`src/rtl/conv_spi_pkg.sv`:
```
package conv_spi_pkg;

  typedef enum logic [1:0] {
    MODE_FAST   = 2'b00,
    MODE_FINE   = 2'b01,
    MODE_LOWPWR = 2'b10,
    MODE_SPARE  = 2'b11
  } convMode_t;

  // strobes from control to datapath
  typedef struct packed {
    logic load;     // take a fresh conversion word
    logic shift;    // advance one bit
    logic shiftIn;  // synchronised chain bit for this shift
  } dpStrobe_t;

endpackage

```
`src/rtl/conv_word_src.sv`:
```
module conv_word_src
  import conv_spi_pkg::*;
#(
  parameter int          WORD_W      = 24,
  parameter int          BASE_PERIOD = 256,
  parameter logic [23:0] WORD_STEP   = 24'h9E3779
) (
  input  logic              clk,
  input  logic              rstN,
  input  logic [1:0]        modeSel,
  output logic              convStrobe,
  output logic [WORD_W-1:0] nextWord
);

  localparam int CNT_W = $clog2(2 * BASE_PERIOD);
  localparam logic [CNT_W-1:0] FAST_LAST = CNT_W'(BASE_PERIOD - 1);
  localparam logic [CNT_W-1:0] SLOW_LAST = CNT_W'(2 * BASE_PERIOD - 1);
  localparam logic [WORD_W-1:0] STEP_W = WORD_W'(WORD_STEP);

  logic [CNT_W-1:0]  periodCnt;
  logic [CNT_W-1:0]  lastIdx;
  logic [WORD_W-1:0] wordAcc;

  always_comb begin
    lastIdx    = (convMode_t'(modeSel) == MODE_FAST) ? FAST_LAST : SLOW_LAST;
    convStrobe = (periodCnt >= lastIdx);
    nextWord   = wordAcc + STEP_W;
  end

  always_ff @(posedge clk) begin
    if (!rstN) begin
      periodCnt <= '0;
      wordAcc   <= '0;
    end else begin
      periodCnt <= convStrobe ? '0 : periodCnt + 1'b1;
      if (convStrobe) wordAcc <= nextWord;
    end
  end

  // a strobe always restarts the period count
  assert_period_restart_R3: assert property (@(posedge clk) disable iff (!rstN)
    convStrobe |=> (periodCnt == '0));

endmodule

```
`src/rtl/spi_shift_ctrl.sv`:
```
module spi_shift_ctrl
  import conv_spi_pkg::*;
(
  input  logic      clk,
  input  logic      rstN,
  input  logic      sclk,
  input  logic      din,
  input  logic      convStrobe,
  output dpStrobe_t strb,
  output logic      drdyN
);

  logic [2:0] sclkSync;
  logic [1:0] dinSync;
  logic       fallSeen;
  logic       armed;

  always_ff @(posedge clk) begin
    if (!rstN) begin
      sclkSync <= '0;
      dinSync  <= '0;
    end else begin
      sclkSync <= {sclkSync[1:0], sclk};
      dinSync  <= {dinSync[0], din};
    end
  end

  always_comb begin
    fallSeen     = sclkSync[2] & ~sclkSync[1];
    strb.load    = convStrobe;
    strb.shift   = fallSeen & ~convStrobe;
    strb.shiftIn = dinSync[1];
  end

  // ready sequencing: strobe -> high, next cycle -> low, first fall -> high
  always_ff @(posedge clk) begin
    if (!rstN) begin
      drdyN <= 1'b1;
      armed <= 1'b0;
    end else if (convStrobe) begin
      drdyN <= 1'b1;
      armed <= 1'b1;
    end else if (armed) begin
      drdyN <= 1'b0;
      armed <= 1'b0;
    end else if (fallSeen) begin
      drdyN <= 1'b1;
    end
  end

  assert_ready_after_load_R4: assert property (@(posedge clk) disable iff (!rstN)
    convStrobe |=> ##1 !drdyN);

  assert_reload_pulse_R8: assert property (@(posedge clk) disable iff (!rstN)
    convStrobe |=> drdyN);

  assert_release_on_fall_R6: assert property (@(posedge clk) disable iff (!rstN)
    (fallSeen && !drdyN && !convStrobe) |=> drdyN);

  assert_ready_holds_R6: assert property (@(posedge clk) disable iff (!rstN)
    (!drdyN && !fallSeen && !convStrobe) |=> !drdyN);

endmodule

```
`src/rtl/spi_shift_dp.sv`:
```
module spi_shift_dp
  import conv_spi_pkg::*;
#(
  parameter int WORD_W = 24
) (
  input  logic              clk,
  input  logic              rstN,
  input  dpStrobe_t         strb,
  input  logic [WORD_W-1:0] loadWord,
  output logic              dout
);

  logic [WORD_W-1:0] shiftReg;

  always_ff @(posedge clk) begin
    if (!rstN) begin
      shiftReg <= '0;
    end else if (strb.load) begin
      shiftReg <= loadWord;
    end else if (strb.shift) begin
      shiftReg <= {shiftReg[WORD_W-2:0], strb.shiftIn};
    end
  end

  assign dout = shiftReg[WORD_W-1];

  assert_msb_on_load_R4: assert property (@(posedge clk) disable iff (!rstN)
    strb.load |=> (dout == $past(loadWord[WORD_W-1])));

  assert_next_bit_R5: assert property (@(posedge clk) disable iff (!rstN)
    (strb.shift && !strb.load) |=> (dout == $past(shiftReg[WORD_W-2])));

endmodule

```
`src/rtl/conv_spi_shifter.sv`:
```
module conv_spi_shifter
  import conv_spi_pkg::*;
#(
  parameter int          WORD_W      = 24,
  parameter int          BASE_PERIOD = 256,
  parameter logic [23:0] WORD_STEP   = 24'h9E3779
) (
  input  logic       clk,
  input  logic       rstN,
  input  logic [1:0] modeSel,
  input  logic       sclk,
  input  logic       din,
  output logic       drdyN,
  output logic       dout
);

  logic              convStrobe;
  logic [WORD_W-1:0] nextWord;
  dpStrobe_t         strb;

  conv_word_src #(
    .WORD_W(WORD_W), .BASE_PERIOD(BASE_PERIOD), .WORD_STEP(WORD_STEP)
  ) u_src (
    .clk(clk), .rstN(rstN), .modeSel(modeSel),
    .convStrobe(convStrobe), .nextWord(nextWord)
  );

  spi_shift_ctrl u_ctrl (
    .clk(clk), .rstN(rstN), .sclk(sclk), .din(din),
    .convStrobe(convStrobe), .strb(strb), .drdyN(drdyN)
  );

  spi_shift_dp #(.WORD_W(WORD_W)) u_dp (
    .clk(clk), .rstN(rstN), .strb(strb), .loadWord(nextWord), .dout(dout)
  );

endmodule

```
`config.mk`:
```
export PLATFORM = sky130hd
export DESIGN_NAME = conv_spi_shifter
export DESIGN_NICKNAME = d
export VERILOG_FILES = /design/src/rtl/conv_spi_pkg.sv /design/src/rtl/conv_word_src.sv /design/src/rtl/spi_shift_ctrl.sv /design/src/rtl/spi_shift_dp.sv /design/src/rtl/conv_spi_shifter.sv
export SDC_FILE = /design/constraint.sdc
export NUM_CORES = 1
export LEC_CHECK = 0
export CAP_MARGIN = 20
export CORE_MARGIN = 1
export CORE_UTILIZATION = 45
export CTS_BUF_LIST = sky130_fd_sc_hd__clkbuf_8
export CTS_CLUSTER_SIZE = 24
export DETAILED_ROUTE_END_ITERATION = 16
export GPL_TIMING_DRIVEN = 0
export HOLD_SLACK_MARGIN = 0.05
export PLACE_DENSITY = 0.6
export SLEW_MARGIN = 10
export SYNTH_ARGS = -nofsm -noshare
export SYNTH_HDL_FRONTEND = slang
export SYNTH_SLANG_ARGS = --single-unit
export TNS_END_PERCENT = 50
```
`constraint.sdc`:
```
create_clock -name clk -period 5.3 [get_ports clk]
set_clock_uncertainty 0.2 [all_clocks]
set_input_delay 1.06 -clock clk [delete_from_list [all_inputs] [get_ports clk]]
set_output_delay 1.06 -clock clk [all_outputs]
set_load 0.01 [all_outputs]
```
==> metrics.txt <==
fin crit period=between 3 and 4 ns; drt first pass iters=4; syn_area_per_cell=around 8.4 µm²; fill count=roughly 700; Final period util=0.5830; final WL=about 7500 µm; initial DRC count=about 130; Max-Cap Viols=0; dpl hpwl=5018 µm; Synth Warn #=0; root buffer cell=clkbuf_8; Sum Neg Setup Slack=0 ns; DIE HEIGHT=slightly below 90 µm; EDFF count, synth=0; worst path cell trace=clkdlybuf4s50_1 -> nor2_1 -> ha_1 -> a41oi_4 -> buf_4 -> buf_4 -> nand2_1 -> nor2_1; first-pass GRT wire length=12,700 µm; status=finished clean; Final Hold Viols=0; CP Capture Type=register; maximum VDD drop=116.8 µV; Worst Path Required=between 5 and 6 ns; P_leak=~1.5 nW; cts repair resizes=0; Rows=30; slowest stage cell on the critical path=clkdlybuf4s50_1; synthesis-to-layout area growth=11.88%; maximum fanout along the worst path=10; CTS Buf Count=9; Worst Setup Start Kind=primary input; worst reg-to-reg setup slack=about 2.8 ns; GR Overflow Total=0; Yosys reg bits=64; clock slew at reported path FFs=0.08 ns; Setup CP Type=primary input to register; initial antenna violation count=0; CP endpoint=u_src.periodCnt[7]; Worst Path Arrival=about 3.2 ns; CP peak stage delay=around 0.45 ns; RePlAce Congestion=between 0.7 and 0.8; DRC=0; worst hold-check path type=register to register; Post-CTS Setup Bufs=0; Avg WL per Cell=14.83 µm; Yosys top cell area share=0.3935; CTS Hold Bufs=0; worst-case reg-to-reg path depth=7; clock sink total=between 60 and 70; Hold Crit Depth=1; worst flop-to-flop path endpoint=u_src.periodCnt[7]; share of layout cells above drive strength 1=0.1117; max frequency=323.6 MHz; Min Hold Slack=approximately 0.24 ns; GRT Total Usage=0.2220; largest area contributor in the netlist=dfxtp_1; H-tree Lvls=3; Longest Clk Path Bufs=2; mean number of vias per cell=5.234; final worst setup slack=about 2.2 ns; post-synthesis sequential area ratio=0.3935; Synth Flop Type=dfxtp_1; Stages on worst setup path=8; Die X=between 80 and 90 µm; TritonCTS clock tree=yes; RSZ-0062 raised after global routing=no; pre-CTS WS=1.860 ns; Final Max Slew Viols=0; Worst-Margin Slew=around 0.83 ns; critical path buffer and inverter count=3; Syn Nets=398; I/O Buffers=7; antenna viol nets, final=0; Design Area, Final=3642 µm²; # setup viols final=0; antenna cell count=0; insertion delay to the later sink of the worst-skew pair=roughly 0.35 ns; final net count=between 400 and 500; Core Area=~6900 µm²; worst setup path start=modeSel[1]; Synth Cell Area=between 3000 and 4000 µm²; Post-DP Area=approximately 3400 µm²; ys async rst share=0; pin count of the biggest net entering global routing=13; number of global-route vias before repair=roughly 2.5k; R2R Path Start=u_src.periodCnt[0]; worst hold start=u_ctrl.dinSync[0]; PD cells=roughly 260 nW/µm²; post-synthesis cell type count=52; Initial Utilization=0.4714; # IOs=8; routed via count=about 2.7k; Slew HR=0.4464; largest cells by area after synthesis=dfxtp_1 39%, nand2_1 7.3%, xnor2_1 6.5%; Overall Power=between 0.0009 and 0.001 W; die area=between 7000 and 8000 µm²; delay-heaviest family, CP=buffers and inverters; Cells after Synth=389
## per-stage QoR
stage | std cells | util
2_1_floorplan | 389 | -
3_3_place_gp | 492 | 0.4989
3_5_place_dp | 492 | 0.4989
4_1_cts | 508 | 0.5274
5_1_grt | 508 | 0.5274
6_report | 508 | 0.5274
## final cells by class
class | count | area [µm²] | area share
Timing Repair Buffer | 7 | 70.07 | 0.01924
Inverter | 4 | 15.01 | 0.004122
Buffer | 27 | 130.1 | 0.03573
Clock inverter | 7 | 72.57 | 0.01992
Sequential cell | 64 | 1281 | 0.3518
Tap cell | 96 | 120.1 | 0.03298
Clock buffer | 9 | 123.9 | 0.03401
Multi-Input combinational cell | 294 | 1829 | 0.5022
## cell usage after synthesis (4+ instances only)
| cell | instances |
|---|---|
| nand2_1 | 63 |
| nand3_1 | 7 |
| a21oi_1 | 24 |
| and2_1 | 25 |
| inv_1 | 4 |
| a21boi_0 | 4 |
| nor3_1 | 6 |
| clkbuf_1 | 13 |
| nor2_1 | 38 |
| xor2_1 | 22 |
| dfxtp_1 | 64 |
| xnor2_1 | 24 |
| a211oi_1 | 5 |
| o21ai_0 | 17 |
| or3_1 | 5 |
| buf_2 | 11 |
| and3_1 | 4 |
| a311oi_1 | 7 |
## cell families after synthesis
logic type | synth area share
and+or+nand+nor | 0.2533
adders and majority gates | 0.01153
DFF | 0.3935
AOI/OAI and AO/OA | 0.1733
buffers and inverters | 0.04458
xor gates and xnor gates | 0.1237
## layout by cell type (no fill, tap or decap), types with 6 or more instances in the layout
| cell | count |
|---|---|
| xor2_1 | 22 |
| dfxtp_1 | 64 |
| clkbuf_8 | 9 |
| nand3_1 | 7 |
| nor2_1 | 38 |
| a21oi_1 | 24 |
| xnor2_1 | 24 |
| buf_2 | 11 |
| nor3_1 | 6 |
| clkbuf_1 | 13 |
| nand2_1 | 63 |
| and2_1 | 25 |
| clkdlybuf4s50_1 | 7 |
| o21ai_0 | 17 |
| a311oi_1 | 7 |
## flip-flops by register name, indices dropped and copies added, names as in the netlist
signal	count
u_ctrl.drdyN	1
u_src.wordAcc	24
u_ctrl.armed	1
u_dp.shiftReg	24
u_ctrl.sclkSync	3
u_ctrl.dinSync	2
u_src.periodCnt	9
## layer usage
metal | wire length [µm] | GRT usage | vias up | part of all wire
met3 | 289 | 0.02938 | 10 | 0.038
met1 | 3804 | 0.3157 | 1258 | 0.50
met5 | 0 | 0 | - | 0
li1 | - | - | 1354 | -
met2 | 3317 | 0.3307 | 37 | 0.44
met4 | 122 | 0.1061 | 0 | 0.016
## power by group
| group | switching (W) | internal, W | total, W |
|---|---|---|---|
| logic | 0.0000170 | 0.0000113 | 0.0000283 |
| registers | 0.00000398 | 0.000486 | 0.000490 |
| clock network | 0.000208 | 0.000217 | 0.000425 |
## how the worst min path moves through the flow
stage / endpoint / slack (ns)
4_1_cts: u_ctrl.drdyN / 0.24
3_5_place_dp: u_ctrl.dinSync[1] / 0.22
2_1_floorplan: u_ctrl.dinSync[1] / 0.21
5_1_grt: u_ctrl.drdyN / 0.27
3_3_place_gp: u_ctrl.sclkSync[1] / 0.21
6_report: u_ctrl.dinSync[1] / 0.24
No activity file was read; power rests on OpenSTA's default activity.
